## src/rtl/ea_gen_pkg.sv

```systemverilog
// Package: shared segment codes and register numbers for the effective
// address generator. Assumes the usual eight-register x86 numbering.
package ea_gen_pkg;
    localparam int ADDR_W  = 32;
    localparam int NUM_GPR = 8;
    localparam int NUM_SEG = 6;

    typedef enum logic [2:0] {
        SEG_ES = 3'd0,
        SEG_CS = 3'd1,
        SEG_SS = 3'd2,
        SEG_DS = 3'd3,
        SEG_FS = 3'd4,
        SEG_GS = 3'd5
    } seg_e;

    localparam logic [2:0] GPR_BX = 3'd3;
    localparam logic [2:0] GPR_SP = 3'd4;
    localparam logic [2:0] GPR_BP = 3'd5;
    localparam logic [2:0] GPR_SI = 3'd6;
    localparam logic [2:0] GPR_DI = 3'd7;
endpackage

```

## src/rtl/ea_disp_sel.sv

```systemverilog
// Displacement selector: chooses and extends the displacement that the
// mode/r/m/base fields call for. Assumes disp_raw holds the fetched bytes
// little-end first, so unused upper bytes are simply ignored.
module ea_disp_sel #(
    parameter int AW = 32
) (
    input  logic          addr32,
    input  logic [1:0]    mod_f,
    input  logic [2:0]    rm_f,
    input  logic [2:0]    sib_base,
    input  logic [AW-1:0] disp_raw,
    output logic [AW-1:0] disp_ext
);
    localparam int HALF_W = AW / 2;

    logic [AW-1:0] d8_sx;
    logic [AW-1:0] d16_sx;
    logic          long_only;

    // Purpose: sign-extended short forms of the displacement.
    always_comb begin
        d8_sx     = {{(AW-8){disp_raw[7]}}, disp_raw[7:0]};
        d16_sx    = {{(AW-HALF_W){disp_raw[HALF_W-1]}}, disp_raw[HALF_W-1:0]};
        long_only = (rm_f == 3'b101) || ((rm_f == 3'b100) && (sib_base == 3'b101));
    end

    // Purpose: pick the displacement for the current mode.
    always_comb begin
        unique case (mod_f)
            2'b01:   disp_ext = d8_sx;
            2'b10:   disp_ext = addr32 ? disp_raw : d16_sx;
            2'b00: begin
                if (addr32)
                    disp_ext = long_only ? disp_raw : '0;
                else
                    disp_ext = (rm_f == 3'b110) ? d16_sx : '0;
            end
            default: disp_ext = '0;
        endcase
    end
endmodule

```

## src/rtl/ea_calc16.sv

```systemverilog
// 16-bit path: forms the base/index pair sum selected by r/m, adds the
// displacement and wraps to 16 bits. Flags whether BP is the base.
// Assumes mode 11 is filtered out by the caller.
module ea_calc16 #(
    parameter int AW = 32
) (
    input  logic [1:0]    mod_f,
    input  logic [2:0]    rm_f,
    input  logic [15:0]   bx_v,
    input  logic [15:0]   bp_v,
    input  logic [15:0]   si_v,
    input  logic [15:0]   di_v,
    input  logic [AW-1:0] disp_ext,
    output logic [AW-1:0] off16,
    output logic          bp_base
);
    logic [15:0] term_a;
    logic [15:0] term_b;
    logic [15:0] sum16;

    // Purpose: map r/m onto its base and index terms.
    always_comb begin
        term_a  = '0;
        term_b  = '0;
        bp_base = 1'b0;
        unique case (rm_f)
            3'b000: begin term_a = bx_v; term_b = si_v; end
            3'b001: begin term_a = bx_v; term_b = di_v; end
            3'b010: begin term_a = bp_v; term_b = si_v; bp_base = 1'b1; end
            3'b011: begin term_a = bp_v; term_b = di_v; bp_base = 1'b1; end
            3'b100: term_a = si_v;
            3'b101: term_a = di_v;
            3'b110: begin
                if (mod_f != 2'b00) begin
                    term_a  = bp_v;
                    bp_base = 1'b1;
                end
            end
            default: term_a = bx_v;
        endcase
    end

    // Purpose: wrapped 16-bit sum, zero-extended to the address width.
    always_comb begin
        sum16 = term_a + term_b + disp_ext[15:0];
        off16 = {{(AW-16){1'b0}}, sum16};
    end
endmodule

```

## src/rtl/ea_calc32.sv

```systemverilog
// 32-bit path: base plus scaled index plus displacement, modulo 2^AW.
// Handles the no-index code and the no-base code. Flags a stack base.
// Assumes mode 11 is filtered out by the caller.
module ea_calc32 #(
    parameter int AW   = 32,
    parameter int NREG = 8
) (
    input  logic [1:0]               mod_f,
    input  logic [2:0]               rm_f,
    input  logic [7:0]               sib_byte,
    input  logic [NREG-1:0][AW-1:0]  gpr,
    input  logic [AW-1:0]            disp_ext,
    output logic [AW-1:0]            off32,
    output logic                     stack_base
);
    localparam logic [2:0] NO_IDX  = 3'b100;
    localparam logic [2:0] SIB_SEL = 3'b100;
    localparam logic [2:0] DISP_BS = 3'b101;

    logic          has_sib;
    logic [2:0]    base_code;
    logic [2:0]    idx_code;
    logic [1:0]    scale;
    logic          no_base;
    logic [AW-1:0] base_val;
    logic [AW-1:0] idx_val;

    // Purpose: split the fields and decide which terms exist.
    always_comb begin
        has_sib   = (rm_f == SIB_SEL);
        base_code = has_sib ? sib_byte[2:0] : rm_f;
        idx_code  = sib_byte[5:3];
        scale     = sib_byte[7:6];
        no_base   = (mod_f == 2'b00) && (base_code == DISP_BS);
        base_val  = no_base ? '0 : gpr[base_code];
        idx_val   = (has_sib && (idx_code != NO_IDX)) ? (gpr[idx_code] << scale) : '0;
    end

    // Purpose: final sum and stack-base flag.
    always_comb begin
        off32      = base_val + idx_val + disp_ext;
        stack_base = !no_base && ((base_code == ea_gen_pkg::GPR_SP) ||
                                  (base_code == ea_gen_pkg::GPR_BP));
    end
endmodule

```

## src/rtl/ea_offset_gen.sv

```systemverilog
// Top: effective address generator. Combines the displacement selector,
// the 16-bit and 32-bit paths, segment selection with override screening,
// and one output register. Assumes decoded fields are stable at the edge.
module ea_offset_gen
    import ea_gen_pkg::*;
#(
    parameter int AW   = ea_gen_pkg::ADDR_W,
    parameter int NREG = ea_gen_pkg::NUM_GPR
) (
    input  logic               clk,
    input  logic               rst_n,
    input  logic               addr32,
    input  logic [1:0]         mod_f,
    input  logic [2:0]         rm_f,
    input  logic [7:0]         sib_byte,
    input  logic [AW-1:0]      disp_raw,
    input  logic [NREG*AW-1:0] gpr_flat,
    input  logic               seg_ovr_en,
    input  logic [2:0]         seg_ovr_sel,
    output logic [AW-1:0]      ea_offset,
    output logic [2:0]         seg_idx,
    output logic               reg_operand
);
    logic [NREG-1:0][AW-1:0] gpr;
    logic [AW-1:0] disp_ext;
    logic [AW-1:0] off16;
    logic [AW-1:0] off32;
    logic          bp_base;
    logic          stack_base;
    logic          ovr_ok;
    logic [2:0]    seg_nx;
    logic [AW-1:0] off_nx;

    // Purpose: unpack the flat register bus.
    for (genvar g = 0; g < NREG; g++) begin : g_unpack
        assign gpr[g] = gpr_flat[g*AW +: AW];
    end

    ea_disp_sel #(.AW(AW)) u_disp (
        .addr32   (addr32),
        .mod_f    (mod_f),
        .rm_f     (rm_f),
        .sib_base (sib_byte[2:0]),
        .disp_raw (disp_raw),
        .disp_ext (disp_ext)
    );

    ea_calc16 #(.AW(AW)) u_c16 (
        .mod_f    (mod_f),
        .rm_f     (rm_f),
        .bx_v     (gpr[GPR_BX][15:0]),
        .bp_v     (gpr[GPR_BP][15:0]),
        .si_v     (gpr[GPR_SI][15:0]),
        .di_v     (gpr[GPR_DI][15:0]),
        .disp_ext (disp_ext),
        .off16    (off16),
        .bp_base  (bp_base)
    );

    ea_calc32 #(.AW(AW), .NREG(NREG)) u_c32 (
        .mod_f      (mod_f),
        .rm_f       (rm_f),
        .sib_byte   (sib_byte),
        .gpr        (gpr),
        .disp_ext   (disp_ext),
        .off32      (off32),
        .stack_base (stack_base)
    );

    // Purpose: choose the path and the segment, screening the override.
    always_comb begin
        off_nx = addr32 ? off32 : off16;
        ovr_ok = seg_ovr_en && (seg_ovr_sel < 3'(NUM_SEG));
        if (ovr_ok)
            seg_nx = seg_ovr_sel;
        else if (addr32 ? stack_base : bp_base)
            seg_nx = SEG_SS;
        else
            seg_nx = SEG_DS;
    end

    // Purpose: output register with synchronous active-low reset.
    always_ff @(posedge clk) begin
        if (!rst_n) begin
            ea_offset   <= '0;
            seg_idx     <= '0;
            reg_operand <= 1'b0;
        end else begin
            ea_offset   <= off_nx;
            seg_idx     <= seg_nx;
            reg_operand <= (mod_f == 2'b11);
        end
    end

    // Register-operand flag follows the mode sampled one edge earlier.
    assert_regop_flag_R11: assert property (@(posedge clk) disable iff (!rst_n)
        $past(rst_n) |-> (reg_operand == ($past(mod_f) == 2'b11)));

    // Segment index never leaves the legal range.
    assert_seg_legal_R10: assert property (@(posedge clk) disable iff (!rst_n)
        seg_idx < 3'(NUM_SEG));

    // A legal override always wins.
    assert_override_wins_R10: assert property (@(posedge clk) disable iff (!rst_n)
        ($past(rst_n) && $past(seg_ovr_en) && ($past(seg_ovr_sel) < 3'(NUM_SEG)))
        |-> (seg_idx == $past(seg_ovr_sel)));

    // 16-bit offsets never carry above bit 15.
    assert_wrap16_R5: assert property (@(posedge clk) disable iff (!rst_n)
        ($past(rst_n) && !$past(addr32)) |-> (ea_offset[AW-1:16] == '0));

    // Without a usable override only the stack or data segment is chosen.
    assert_default_seg_R9: assert property (@(posedge clk) disable iff (!rst_n)
        ($past(rst_n) && !($past(seg_ovr_en) && ($past(seg_ovr_sel) < 3'(NUM_SEG))))
        |-> ((seg_idx == SEG_SS) || (seg_idx == SEG_DS)));
endmodule

```

## config.mk

```make
export PLATFORM = sky130hd
export DESIGN_NAME = ea_offset_gen
export DESIGN_NICKNAME = d
export VERILOG_FILES = /design/src/rtl/ea_gen_pkg.sv /design/src/rtl/ea_disp_sel.sv /design/src/rtl/ea_calc16.sv /design/src/rtl/ea_calc32.sv /design/src/rtl/ea_offset_gen.sv
export SDC_FILE = /design/constraint.sdc
export NUM_CORES = 1
export LEC_CHECK = 0
export BUFFER_PORTS_ARGS = -buffer_cell sky130_fd_sc_hd__buf_4
export CAP_MARGIN = 20
export CORE_MARGIN = 2
export CORE_UTILIZATION = 33
export CTS_CLUSTER_DIAMETER = 80
export DETAILED_ROUTE_END_ITERATION = 8
export PLACE_DENSITY_LB_ADDON = 0.25
export REMOVE_ABC_BUFFERS = 1
export SLEW_MARGIN = 15
export SYNTH_ARGS = -nofsm -noshare
export SYNTH_HDL_FRONTEND = slang
export SYNTH_SLANG_ARGS = --single-unit
```

## constraint.sdc

```tcl
create_clock -name clk -period 11.7 [get_ports clk]
set_clock_uncertainty 0.15 [all_clocks]
set_input_delay 3.51 -clock clk [delete_from_list [all_inputs] [get_ports clk]]
set_output_delay 3.51 -clock clk [all_outputs]
set_load 0.02 [all_outputs]
```

Word-level counts from Yosys, hierarchy flattened
Index checks and enable logic that the tools add are counted.
W data, S select, Z words.

storage, ports and cells
  bits of input ports = 308
  RAM bits = 0
  memories = 0
  bits in latches = 0
  register bits = 36
  bits in read-only memories = 0
  output and inout port bits = 36
  word-level logic and storage cells = 61

cells by class
  bitwise gates (word level) = 0
  equal/unequal tests = 13
  magnitude comparators = 3
  multipliers = 0
  shift operators = 1
  reductions and logical operators = 15
  $add $sub $neg = 4
  div/mod/pow operators = 0
  mux-type cells = 21

operators with widths
  kind                  count
  $mux W32              8
  $bmux W32 S3          2
  $pmux W32 S3          1
  $add A32 B32 Y32      2
  $pmux W16 S4          1
  $add A16 B16 Y16      2
  $mux W16              2
  $pmux W16 S2          1
  $shl A32 B2 Y32       1
  $eq A3 B3 Y1 const B  6
  $lt A3 B4 Y1 const B  2
  $eq A3 B2 Y1 const B  2
  $mux W3               2
  $reduce_or A2 Y1      3
  $logic_and A1 B1 Y1   5
  $eq A2 B2 Y1 const B  2
  $eq A3 B1 Y1 const B  1
  $logic_not A3 Y1      1
  $lt A3 B3 Y1 const B  1
  $mux W1               3
  $ne A3 B3 Y1 const B  1
  $eq A2 B1 Y1 const B  1
  $logic_not A2 Y1      1
  $logic_or A1 B1 Y1    2
  4 further kinds       4

Longest topological paths before layout
Gate-level depths: netlist (run 1).

  word-level depth = 9
  mapped depth = 20
  gate-level depth less buffers = 19

Cells and area by module
A second synthesis (run 1) with hierarchy kept.

unflattened totals
  cell total of the unflattened synthesis = 1501
  area total of the unflattened synthesis = 10886.7 µm²

by module, submodules not included
  module         cells an instance  instances  sequential area each (µm²)  area each (µm²)
  ea_calc32      1033               1          0.0                         7093.1
  ea_calc16      269                1          0.0                         1946.9
  ea_offset_gen  116                1          720.7                       1360.1
  ea_disp_sel    83                 1          0.0                         486.7

Least setup slack after synthesis (run 1)
OpenSTA, ideal clock, no wires.

  path type = input to register
  from = input sib_byte[5]
  to = register ea_offset[31]
  stages on the path = 19
  path buffers = 3
  data arrival time = 7931 ps
  setup slack = 3547 ps
  data required time = 11479 ps
  library setup time = 71 ps
  path through = clkbuf_1 > clkbuf_1 > buf_2 > mux2i_1 > nand2_1 > nand2_1 > or2_2 > fa_1 > inv_1 > ha_1 > fa_1 > a211oi_1 > nor2_1 > o31ai_4 > a211oi_2 > o211ai_1 > or3b_1 > or2_1 > a21oi_1

on the way
  longest elaborated chain between the ends = 6
  elaborated cells between the ends (all ways) = 8
  classes of those cells = 2 x add/sub; 1 x eq/ne; 1 x shift; 3 x mux; 1 x reduce/logical

ends and longest elaborated chain
  element                          line                 RTL
  from (decl)                      ea_offset_gen.sv:15  input logic [7:0] sib_byte,
  $bmux W32 S3                     ea_calc32.sv:36      idx_val = (has_sib && (idx_code != NO_IDX)) ? (gpr[idx_code] << scale) : '0;
  $mux W32 (implied by the code)   ea_calc32.sv:36
  $shl A32 B2 Y32                  ea_calc32.sv:36
  $mux W32 *                       ea_calc32.sv:36
  $add A32 B32 Y32 * (2 in a row)  ea_calc32.sv:41      off32 = base_val + idx_val + disp_ext;
  to (signal assigned)             ea_offset_gen.sv:89  ea_offset <= off_nx;
  to (decl)                        ea_offset_gen.sv:20  output logic [AW-1:0] ea_offset,

Mark *: on every way between the ends. The rest lies on a longest branch, timed or not. The select of a mux whose other input is x is not followed.
A chain may end at the register's enable or synchronous reset.

Worst setup path after layout (run 1)
  from = input rm_f[0]
  to = register ea_offset[31]

on the way
  longest elaborated chain between the ends = 7
  elaborated cells between the ends (all ways) = 19
  classes of those cells = 2 x add/sub; 4 x eq/ne; 9 x mux; 4 x reduce/logical

ends and longest elaborated chain
  element                                                       line                                RTL
  from (decl)                                                   ea_offset_gen.sv:14                 input logic [2:0] rm_f,
  $eq A3 B3 Y1                                                  ea_disp_sel.sv:24, ea_calc32.sv:30
  $mux W3 / $logic_and A1 B1 Y1 (equally long branches)         ea_calc32.sv:31, ea_disp_sel.sv:24
  $bmux W32 S3, or another cell as far along                    ea_calc32.sv:35                     base_val = no_base ? '0 : gpr[base_code];
  $mux W32 (implied by the code), or another cell as far along  ea_calc32.sv:35
  $mux W32, on equally long branches                            ea_calc32.sv:35, ea_disp_sel.sv:33
  $add A32 B32 Y32 / $pmux W32 S3 (equally long branches)       ea_calc32.sv:41, ea_disp_sel.sv:29
  $add A32 B32 Y32 *                                            ea_calc32.sv:41

Marks and branches as above.

==> flow_summary.ini, run 1 <==
[run_status]
run_status = finished clean

[place]
dp_hpwl_um = 36530
gp_congestion = 0.9530
io_buffers = 343
placedCellCount = 2106

[timing]
max_freq_ghz = 0.1133
maxSlewViolCount = 0
max_slew.worst_pin.slew_ns = 1.066
rsz0062_at_grt = false
fin_crit_ns = 8.827
setup_viol = 0
tns_ns = 0
period_share = 0.7544
hold_viol = 0
hold-worst-slack_ns = 3.287
relSlewSlack = 0.2847

[floorplanning]
start_util = 0.3322
io-pin-count = 344
die_h_um = 181.5
row_count = 65
die_w_um = 181.5
core_mm2 = 0.03131
die_area_mm2 = 0.03296

[pwr]
max-vdd-ir-drop_mv = 0.04762
p_leak_uw = 0.006437
power_density_mw_per_mm2 = 87.14

[routing]
viasPerCell = 5.718
via_count = 12110
first_pass_iters = 6
wl_per_cell_um = 21.21
drc = 0
final_antenna_net_count = 0
wl_um = 44900
drtIter0Drc = 1080

[critical_path]
cp.required_ns = 11.75
cp_top_family = compound AO/OA/AOI/OAI gates
worstSetupPathType = in -> reg
critPathMaxFanout = 81
critical_path.max_stage_delay_ns = 0.63
critPathCaptureType = flop
path_buf_inv = 4
crit_chain = buf_4, inv_2, nand2_4, buf_4, nand2_1, and3_1, a311oi_1, o21ai_0, fa_1, inv_1, ha_1, a21o_1, a211o_1, o21ai_1, o211ai_1, o211ai_1, or3b_1, or2_1, a21oi_1
slowest_stage = nand2_4
timing.critical_path.arrival_ns = 8.87
setup.worst_path.start = rm_f[0]
startpoint_type = input port

[global_routing]
grt_use_total = 0.2633
grt_pass1_vias = 11580
globalRoute.totalOverflow = 0
grt_first_pass_wirelength_um = 68250
grt_max_degree = 82
antenna_found_initial = 4

[clock_tree]
cts_resized = 0
cts_tree = yes
cts.clk_slew.worst_paths_ns = 0.05
htreeDepth = 2
cts_made_buffers = 5
clockRootBuffer = clkbuf_16
post_cts_buffers = 0
clkSinkCount = 36
clk_path_buf_depth = 2
cts_hold_buf = 0

[yosys]
synthDistinctLibCells = 70
netlist_area_mm2 = 0.01040
synthCells = 1443
yosys-top-cells-area = mux4_2, nand2_1, fa_1
ys_seq_area_frac = 0.06929
async_reset_ff_frac = 0
ys_ff_latch = 36
yosysTopAreaCell = mux4_2
yosysWarnings = 0
synth-edff-count = 0
synth_top_area_frac = 0.1386
synth_ff_type = dfxtp_1
syn_avg_cell_area_um2 = 7.208

[cells_and_area]
layout-drive-gt1-share = 0.2724
nFillCells = 3258
final_cells = 2117
nets = 2111
area_growth_syn_to_layout_pct = 28.58

[worst_hold_path]
hold_class = in -> reg
worstHoldStart = seg_ovr_en

[run]
maxCapViolations = 0
==> power by group <==
group	total, uW	leakage, uW	internal [uW]	switching, uW
registers	155	0.000298	148	7.04
logic	887	0.00607	384	503
clock network	124	0.0000667	77.2	46.9
total	1170	0.00644	608	557
==> area by class of cell <==
cell class	instances	area [um2]	share of cell area
Tap cell	402	503.0	0.03761
Clock inverter	1	5.005	0.0003742
Inverter	100	375.4	0.02807
Antenna cell	4	10.01	0.0007484
Multi-Input combinational cell	1207	8921	0.6670
Timing Repair Buffer	361	2710	0.2026
Sequential cell	36	720.7	0.05389
Clock buffer	6	128.9	0.009636
==> per-stage QoR <==
| step | worst slack (ns) | cell area [um2] | utilization | total power (uW) |
|---|---|---|---|---|
| after detailed placement | 2.595 | 13230 | 0.4225 | 1031 |
| after floorplan | 2.863 | 10000 | - | 704.4 |
| after global placement | 2.687 | 13230 | 0.4225 | 1027 |
| final | 2.873 | 13370 | 0.4271 | 1165 |
| after CTS | 2.873 | 13360 | 0.4268 | 1161 |
| after global routing | 2.392 | 13370 | 0.4271 | 1261 |
==> placed cells by master (no fill, tap or decap), drive strengths merged, types with 6 or more instances in the layout <==
master  count
or3         9
and2       14
nor2      101
fa         48
o22a       21
and3       61
a311oi     57
o22ai       6
nand3      25
a31oi       7
or2         9
a21o       17
clkbuf      6
nor3       15
dfxtp      36
ha         44
o21a       11
a21oi      92
inv       100
a211oi     13
buf       361
xor2       13
o211ai     10
nand2     358
o21ai      84
mux2        8
xnor2      15
mux2i      54
mux4       64
==> state kept, by name (all words and copies together) (netlist names) <==
| register | flops |
|---|---|
| seg_idx | 3 |
| reg_operand | 1 |
| ea_offset | 32 |
==> layer usage <==
| metal | vias to the layer above | share of wire | track usage |
|---|---|---|---|
| met2 | 583 | 0.44 | 0.4139 |
| met5 | - | 0 | 0 |
| met1 | 5789 | 0.45 | 0.3764 |
| met3 | 58 | 0.081 | 0.03590 |
| li1 | 5676 | - | - |
| met4 | 0 | 0.026 | 0.07577 |
==> path summary, 6_finish.rpt <==
path	endpoint	slack [ns]	cells past startpoint
hold / removal	seg_idx[1]$_SDFF_PN0_	3.29	2
setup / recovery	ea_offset[31]$_SDFF_PN0_	2.87	19
==> cells by family (layout without fill, tap and decap cells) <==
group | count (synthesis) | after routing | share of synthesized area
and+or+nand+nor | 614 | 614 | 0.2583
DFF | 36 | 36 | 0.06929
other | 0 | 4 | 0
buffers and inverters | 200 | 468 | 0.07434
adders and majority gates | 92 | 92 | 0.1453
muxes | 126 | 126 | 0.1992
xor gates and xnor gates | 30 | 30 | 0.02803
AOI/OAI and AO/OA | 345 | 345 | 0.2256
==> cells in the mapped netlist (all sizes together) (15+ instances only) <==
library cell  number
ha                44
o21ai             84
a21o              17
nand2            358
clkbuf            74
and3              61
inv              100
o22a              21
mux4              64
a311oi            57
fa                48
xnor2             15
buf               26
a21oi             92
mux2i             54
nand3             25
dfxtp             36
nor2             101
nor3              15
Power figures use the tool's default switching activity.
==> run 2: changes to the inputs <==
- ABC_AREA: not set -> 1
- clock period: 11.7 -> 9.1 ns (I/O delays scaled with it)
==> run 2 against run 1 <==
Compared with the run above: first-iteration DRC count is 24% higher; worst hold slack worse by 0.83 ns; critical endpoint is now ea_offset[12]$_SDFF_PN0_; highest routed layer is now met5; largest power group unchanged; die area increased by 2.5%; sequential cell count is the same; sequential power up 30%; setup slack worse by 1.3 ns; cell area is 1.0% higher; synthesized cell count up 32%; critical path type unchanged; core utilization decreased by 0.11 points; total power is 41% higher; clock power is 81% higher; sequential share of layout area fell by 0.055 points.
==> flow_summary.ini, run 2 <==
[critical_path]
critPathMaxFanout = 37
cp.required_ns = 9.17
timing.critical_path.arrival_ns = 7.58
worstSetupPathType = in -> reg
setup.worst_path.start = sib_byte[5]
cp-endpoint = ea_offset[12]$_SDFF_PN0_
critPathCaptureType = flop
startpoint_type = input port

[timing]
relSlewSlack = 0.3417
rsz0062_at_grt = false
hold_viol = 0
fin_crit_ns = 7.509
max_slew.worst_pin.slew_ns = 0.9859
period_share = 0.8252
hold-worst-slack_ns = 2.455
tns_ns = 0
max_freq_ghz = 0.1332
setup_viol = 0
maxSlewViolCount = 0
timing.final.ws_setup_ns = 1.591

[yosys]
synth-edff-count = 0
synthCells = 1901
yosysMostFrequentCell = nand2_1
netlist_area_mm2 = 0.01066
synthDistinctLibCells = 49
yosys-top-cells-area = nand2_1, o21ai_0, a21oi_1
ys_ff_latch = 36
synth_ff_type = dfxtp_1
syn_avg_cell_area_um2 = 5.610
ys_seq_area_frac = 0.06758
async_reset_ff_frac = 0
synth_top_area_frac = 0.1207
yosysTopAreaCell = nand2_1
netlist_top_cells_count = nand2_1, inv_1, o21ai_0
yosysWarnings = 0

[routing]
via_count = 14770
wl_per_cell_um = 21.07
first_pass_iters = 6
wl_um = 53870
viasPerCell = 5.777
drtIter0Drc = 1337
drc = 0
final_antenna_net_count = 0
wl_met1_um = 20210
dr_wl_met3_um = 5526
dr.max_layer_used = met5
wl_met2_um = 25440

[floorplanning]
start_util = 0.3362
core_mm2 = 0.03172
die_w_um = 183.8
die_area_mm2 = 0.03377
die_h_um = 183.8
io-pin-count = 344
row_count = 65

[pwr]
pwr-share-comb = 0.740
power_density_mw_per_mm2 = 121.4
p_leak_uw = 0.006723
p_int_uw = 764.5
p_sw_uw = 875.4
power.share.clock = 0.137
netSwitchingFraction = 0.5338
max-vdd-ir-drop_mv = 0.09390
sequentialPowerShare = 0.123

[place]
dp_hpwl_um = 41570
gp_congestion = 0.9728
post-place-ws_ns = 1.416
io_buffers = 343

[cells_and_area]
final_cell_mix = buf_4, nand2_1, inv_1
layout-drive-gt1-share = 0.1857
nFillCells = 3522
multi_input_area_mm2 = 0.008414
area_growth_syn_to_layout_pct = 26.72
largest_reg_flops = 32
nets = 2553
regMostFlops = ea_offset
reg_top3 = ea_offset: 32 flops, seg_idx: 3 flops, reg_operand: 1 flops
final_common_cell = buf_4
seq_area_um2 = 720.7
fin_util = 0.4260

[clock_tree]
cts_hold_buf = 0
clkSinkCount = 36
post_cts_buffers = 0
htreeDepth = 2
cts_made_buffers = 5
cts_resized = 0
cts.clk_slew.worst_paths_ns = 0.07
clk_path_buf_depth = 2
clockRootBuffer = clkbuf_16
cts_tree = yes

[global_routing]
globalRoute.totalOverflow = 0
grt_use_total = 0.3119
grt_first_pass_wirelength_um = 81710
antenna_found_initial = 3
grt_pass1_vias = 14450
grt_max_degree = 75

[worst_hold_path]
hold_class = in -> reg
worstHoldStart = seg_ovr_en

[run_status]
run_status = finished clean

[run]
maxCapViolations = 0
run 2: per-stage QoR:
| stage | std cells | power (uW) | cell area, um2 |
|---|---|---|---|
| floorplan | 1781 | 921.8 | 10070 |
| global placement | 2548 | 1396 | 13340 |
| detailed placement | 2548 | 1397 | 13340 |
| CTS | 2556 | 1628 | 13510 |
| global route | 2556 | 1778 | 13510 |
| finish | 2557 | 1640 | 13510 |
run 2: final cells by class:
| class | instances | area share |
|---|---|---|
| Antenna cell | 1 | 0.0001852 |
| Clock buffer | 5 | 0.009259 |
| Clock inverter | 3 | 0.003426 |
| Inverter | 252 | 0.07019 |
| Multi-Input combinational cell | 1493 | 0.6227 |
| Sequential cell | 36 | 0.05333 |
| Tap cell | 402 | 0.03722 |
| Timing Repair Buffer | 365 | 0.2037 |
run 2: worst min-delay path by stage:
stage                                        to  slack (ns)  cells past startpoint
after CTS                 seg_idx[1]$_SDFF_PN0_        2.46                      2
after floorplan           seg_idx[1]$_SDFF_PN0_        2.68                      1
after global placement    seg_idx[1]$_SDFF_PN0_        2.78                      2
after detailed placement  seg_idx[1]$_SDFF_PN0_        2.78                      2
after global routing      seg_idx[1]$_SDFF_PN0_        2.47                      2
final                     seg_idx[1]$_SDFF_PN0_        2.45                      2
run 2: kinds of logic after synthesis:
family | Yosys count | synth area share
adder cells (fa/ha/maj) | 92 | 0.1417
flip-flops | 36 | 0.06758
AO/OA/AOI/OAI | 678 | 0.3610
XOR/XNOR | 6 | 0.004928
AND/OR/NAND/NOR | 714 | 0.2774
multiplexers | 3 | 0.002816
buffers and inverters | 372 | 0.1446
run 2: power by group through the flow:
stage	Sequential (uW)	Clock, uW	Combinational (uW)
after floorplan	240	0	682
after global placement	207	0	1190
after detailed placement	206	0	1190
after CTS	203	228	1200
after global routing	205	233	1340
final	202	224	1210
run 2: worst max-delay path, stage by stage:
cell	delay, ns
buf_4	0.43
inv_2	0.43
o31ai_1	0.39
nor2_1	0.15
inv_1	0.41
buf_4	0.37
nor3_1	0.11
fa_1	0.42
ha_1	0.25
nand3_1	0.09
nand3_1	0.12
a21boi_0	0.53
o21ai_1	0.30
a21boi_0	0.25
inv_1	0.11
a21oi_1	0.12
o21ai_0	0.12
a21oi_1	0.17
run 2: per-layer routing:
layer | vias up | global-route usage
met2 | 905 | 0.5454
met5 | - | 0
met3 | 156 | 0.06854
li1 | 6989 | -
met4 | 4 | 0.1539
met1 | 6718 | 0.3586
==> run 3: changes to the inputs <==
- ABC_AREA: 1 -> 0
- clock period: 9.1 -> 6.84 ns (I/O delays scaled with it)
==> run 3 against run 2 <==
Compared with the run above: wire length decreased by 14%; combinational power rose by 28%; setup slack got worse by 1.3 ns; die area decreased by 2.4%; sequential share of layout area decreased by 0.11 points.
==> flow_summary.ini, run 3 (synthesis gave the netlist of run 1 again) <==
[run_status]
run_status = finished clean

[critical_path]
cp.required_ns = 6.89
startpoint_type = input port
critical_path.max_stage_delay_ns = 0.59
slowest_stage = fa_1
critPathCaptureType = flop
crit_chain = buf_4, nand3b_1, and2_2, and3_1, a311oi_1, o21ai_0, fa_1, inv_1, ha_1, fa_1, a211oi_1, nor2_1, o31ai_4, a211oi_2, o41ai_2, buf_4, o211ai_1, and3_1, nor3_1
worstSetupPathType = in -> reg
timing.critical_path.arrival_ns = 6.57
crit_cells = 19
cp_top_family = compound AO/OA/AOI/OAI gates
path_buf_inv = 3
critPathMaxFanout = 13

[global_routing]
grtUsageMet3 = 0.03209
antenna_found_initial = 6
globalRoute.totalOverflow = 0
grt_first_pass_wirelength_um = 70130
grt_use_total = 0.2723
grt_pass1_vias = 11920
grtUsageMet2 = 0.4322
grt_most_used_layer = met2
use_met1 = 0.3881
grt_max_degree = 70

[worst_hold_path]
hold_class = in -> reg
worstHoldPathCells = 2

[clock_tree]
cts_resized = 0
clk_path_buf_depth = 2
cts_hold_buf = 0
htreeDepth = 2
clkSinkCount = 36
clockRootBuffer = clkbuf_16
cts_made_buffers = 5
cts.clk_slew.worst_paths_ns = 0.05
cts_tree = yes
post_cts_buffers = 0

[routing]
final_antenna_net_count = 0
via_count = 12420
wl_per_cell_um = 21.39
drtIter0Drc = 1297
first_pass_iters = 6
viasPerCell = 5.748
wl_um = 46230
drc = 0

[timing]
timing.final.ws_setup_ns = 0.3120
hold-worst-slack_ns = 1.835
relSlewSlack = 0.5220
fin_crit_ns = 6.528
rsz0062_at_grt = false
max_freq_ghz = 0.1532
maxSlewViolCount = 0
hold_viol = 0
period_share = 0.9544
setup_viol = 0
max_slew.worst_pin.slew_ns = 0.7096

[pwr]
p_int_uw = 1092
p_sw_uw = 952.1
max-vdd-ir-drop_mv = 0.09352
power_density_mw_per_mm2 = 148.3
power.share.clock = 0.112
netSwitchingFraction = 0.4658
pwr-share-comb = 0.758
power.total_uw = 2044
sequentialPowerShare = 0.129
p_leak_uw = 0.006680

[cells_and_area]
reg_top3 = ea_offset: 32 flops, seg_idx: 3 flops, reg_operand: 1 flops
layout-drive-gt1-share = 0.2919
nFillCells = 3222
largest_reg_flops = 32
final_cell_mix = buf_4, nand2_1, nor2_1, inv_1, a21oi_1
regMostFlops = ea_offset
final_cell_area_mm2 = 0.01379
multi_input_area_mm2 = 0.008934
final_common_cell = buf_4
area_growth_syn_to_layout_pct = 32.56
final_cells = 2161
nets = 2154
seq_area_um2 = 720.7

[place]
gp_congestion = 0.9661
dp_hpwl_um = 38930
io_buffers = 343
placedCellCount = 2149
post-place-ws_ns = -0.06205
placed_cell_area_mm2 = 0.01360

[floorplanning]
core_mm2 = 0.03131
start_util = 0.3322
die_h_um = 181.5
row_count = 65
die_area_mm2 = 0.03296
die_w_um = 181.5
io-pin-count = 344

[run]
maxCapViolations = 0
run 3: cell types whose count changed in the layout (fill, tap and decap cells not counted), sizes merged, moves of 90 or more:
cell | previous run | this run
o21ai | 245 | 84
inv | 253 | 100
nand3 | 148 | 25
a21oi | 212 | 92
o22ai | 123 | 6
nor2 | 191 | 101
run 3: cell type report:
type	count	area share
Multi-Input combinational cell	1207	0.6479
Sequential cell	36	0.05227
Timing Repair Buffer	404	0.2241
Tap cell	402	0.03648
Clock buffer	7	0.01107
Antenna cell	5	0.0009074
Inverter	100	0.02722
run 3: metal layers:
layer  part of all wire  wire, um
met1               0.43     19840
met2               0.46     21070
met3              0.091      4197
met4              0.024      1104
met5            0.00028        13
run 3: worst paths after layout:
check       start                        to  slack (ns)
max       rm_f[0]  ea_offset[29]$_SDFF_PN0_        0.31
min    seg_ovr_en     seg_idx[1]$_SDFF_PN0_        1.83
run 3: per-stage QoR:
stage / setup TNS, ns / utilization
6_report: 0 / 0.4404
5_1_grt: 0 / 0.4403
4_1_cts: 0 / 0.4393
3_5_place_dp: -0.06205 / 0.4344
3_3_place_gp: -0.02977 / 0.4344
2_1_floorplan: -3.479 / -
run 3: power by group through the flow:
stage / sequential (uW) / combinational, uW / clock (uW)
2_1_floorplan: 321 / 884 / 0
3_3_place_gp: 271 / 1510 / 0
3_5_place_dp: 270 / 1520 / 0
4_1_cts: 266 / 1530 / 239
5_1_grt: 269 / 1700 / 246
6_report: 265 / 1550 / 230
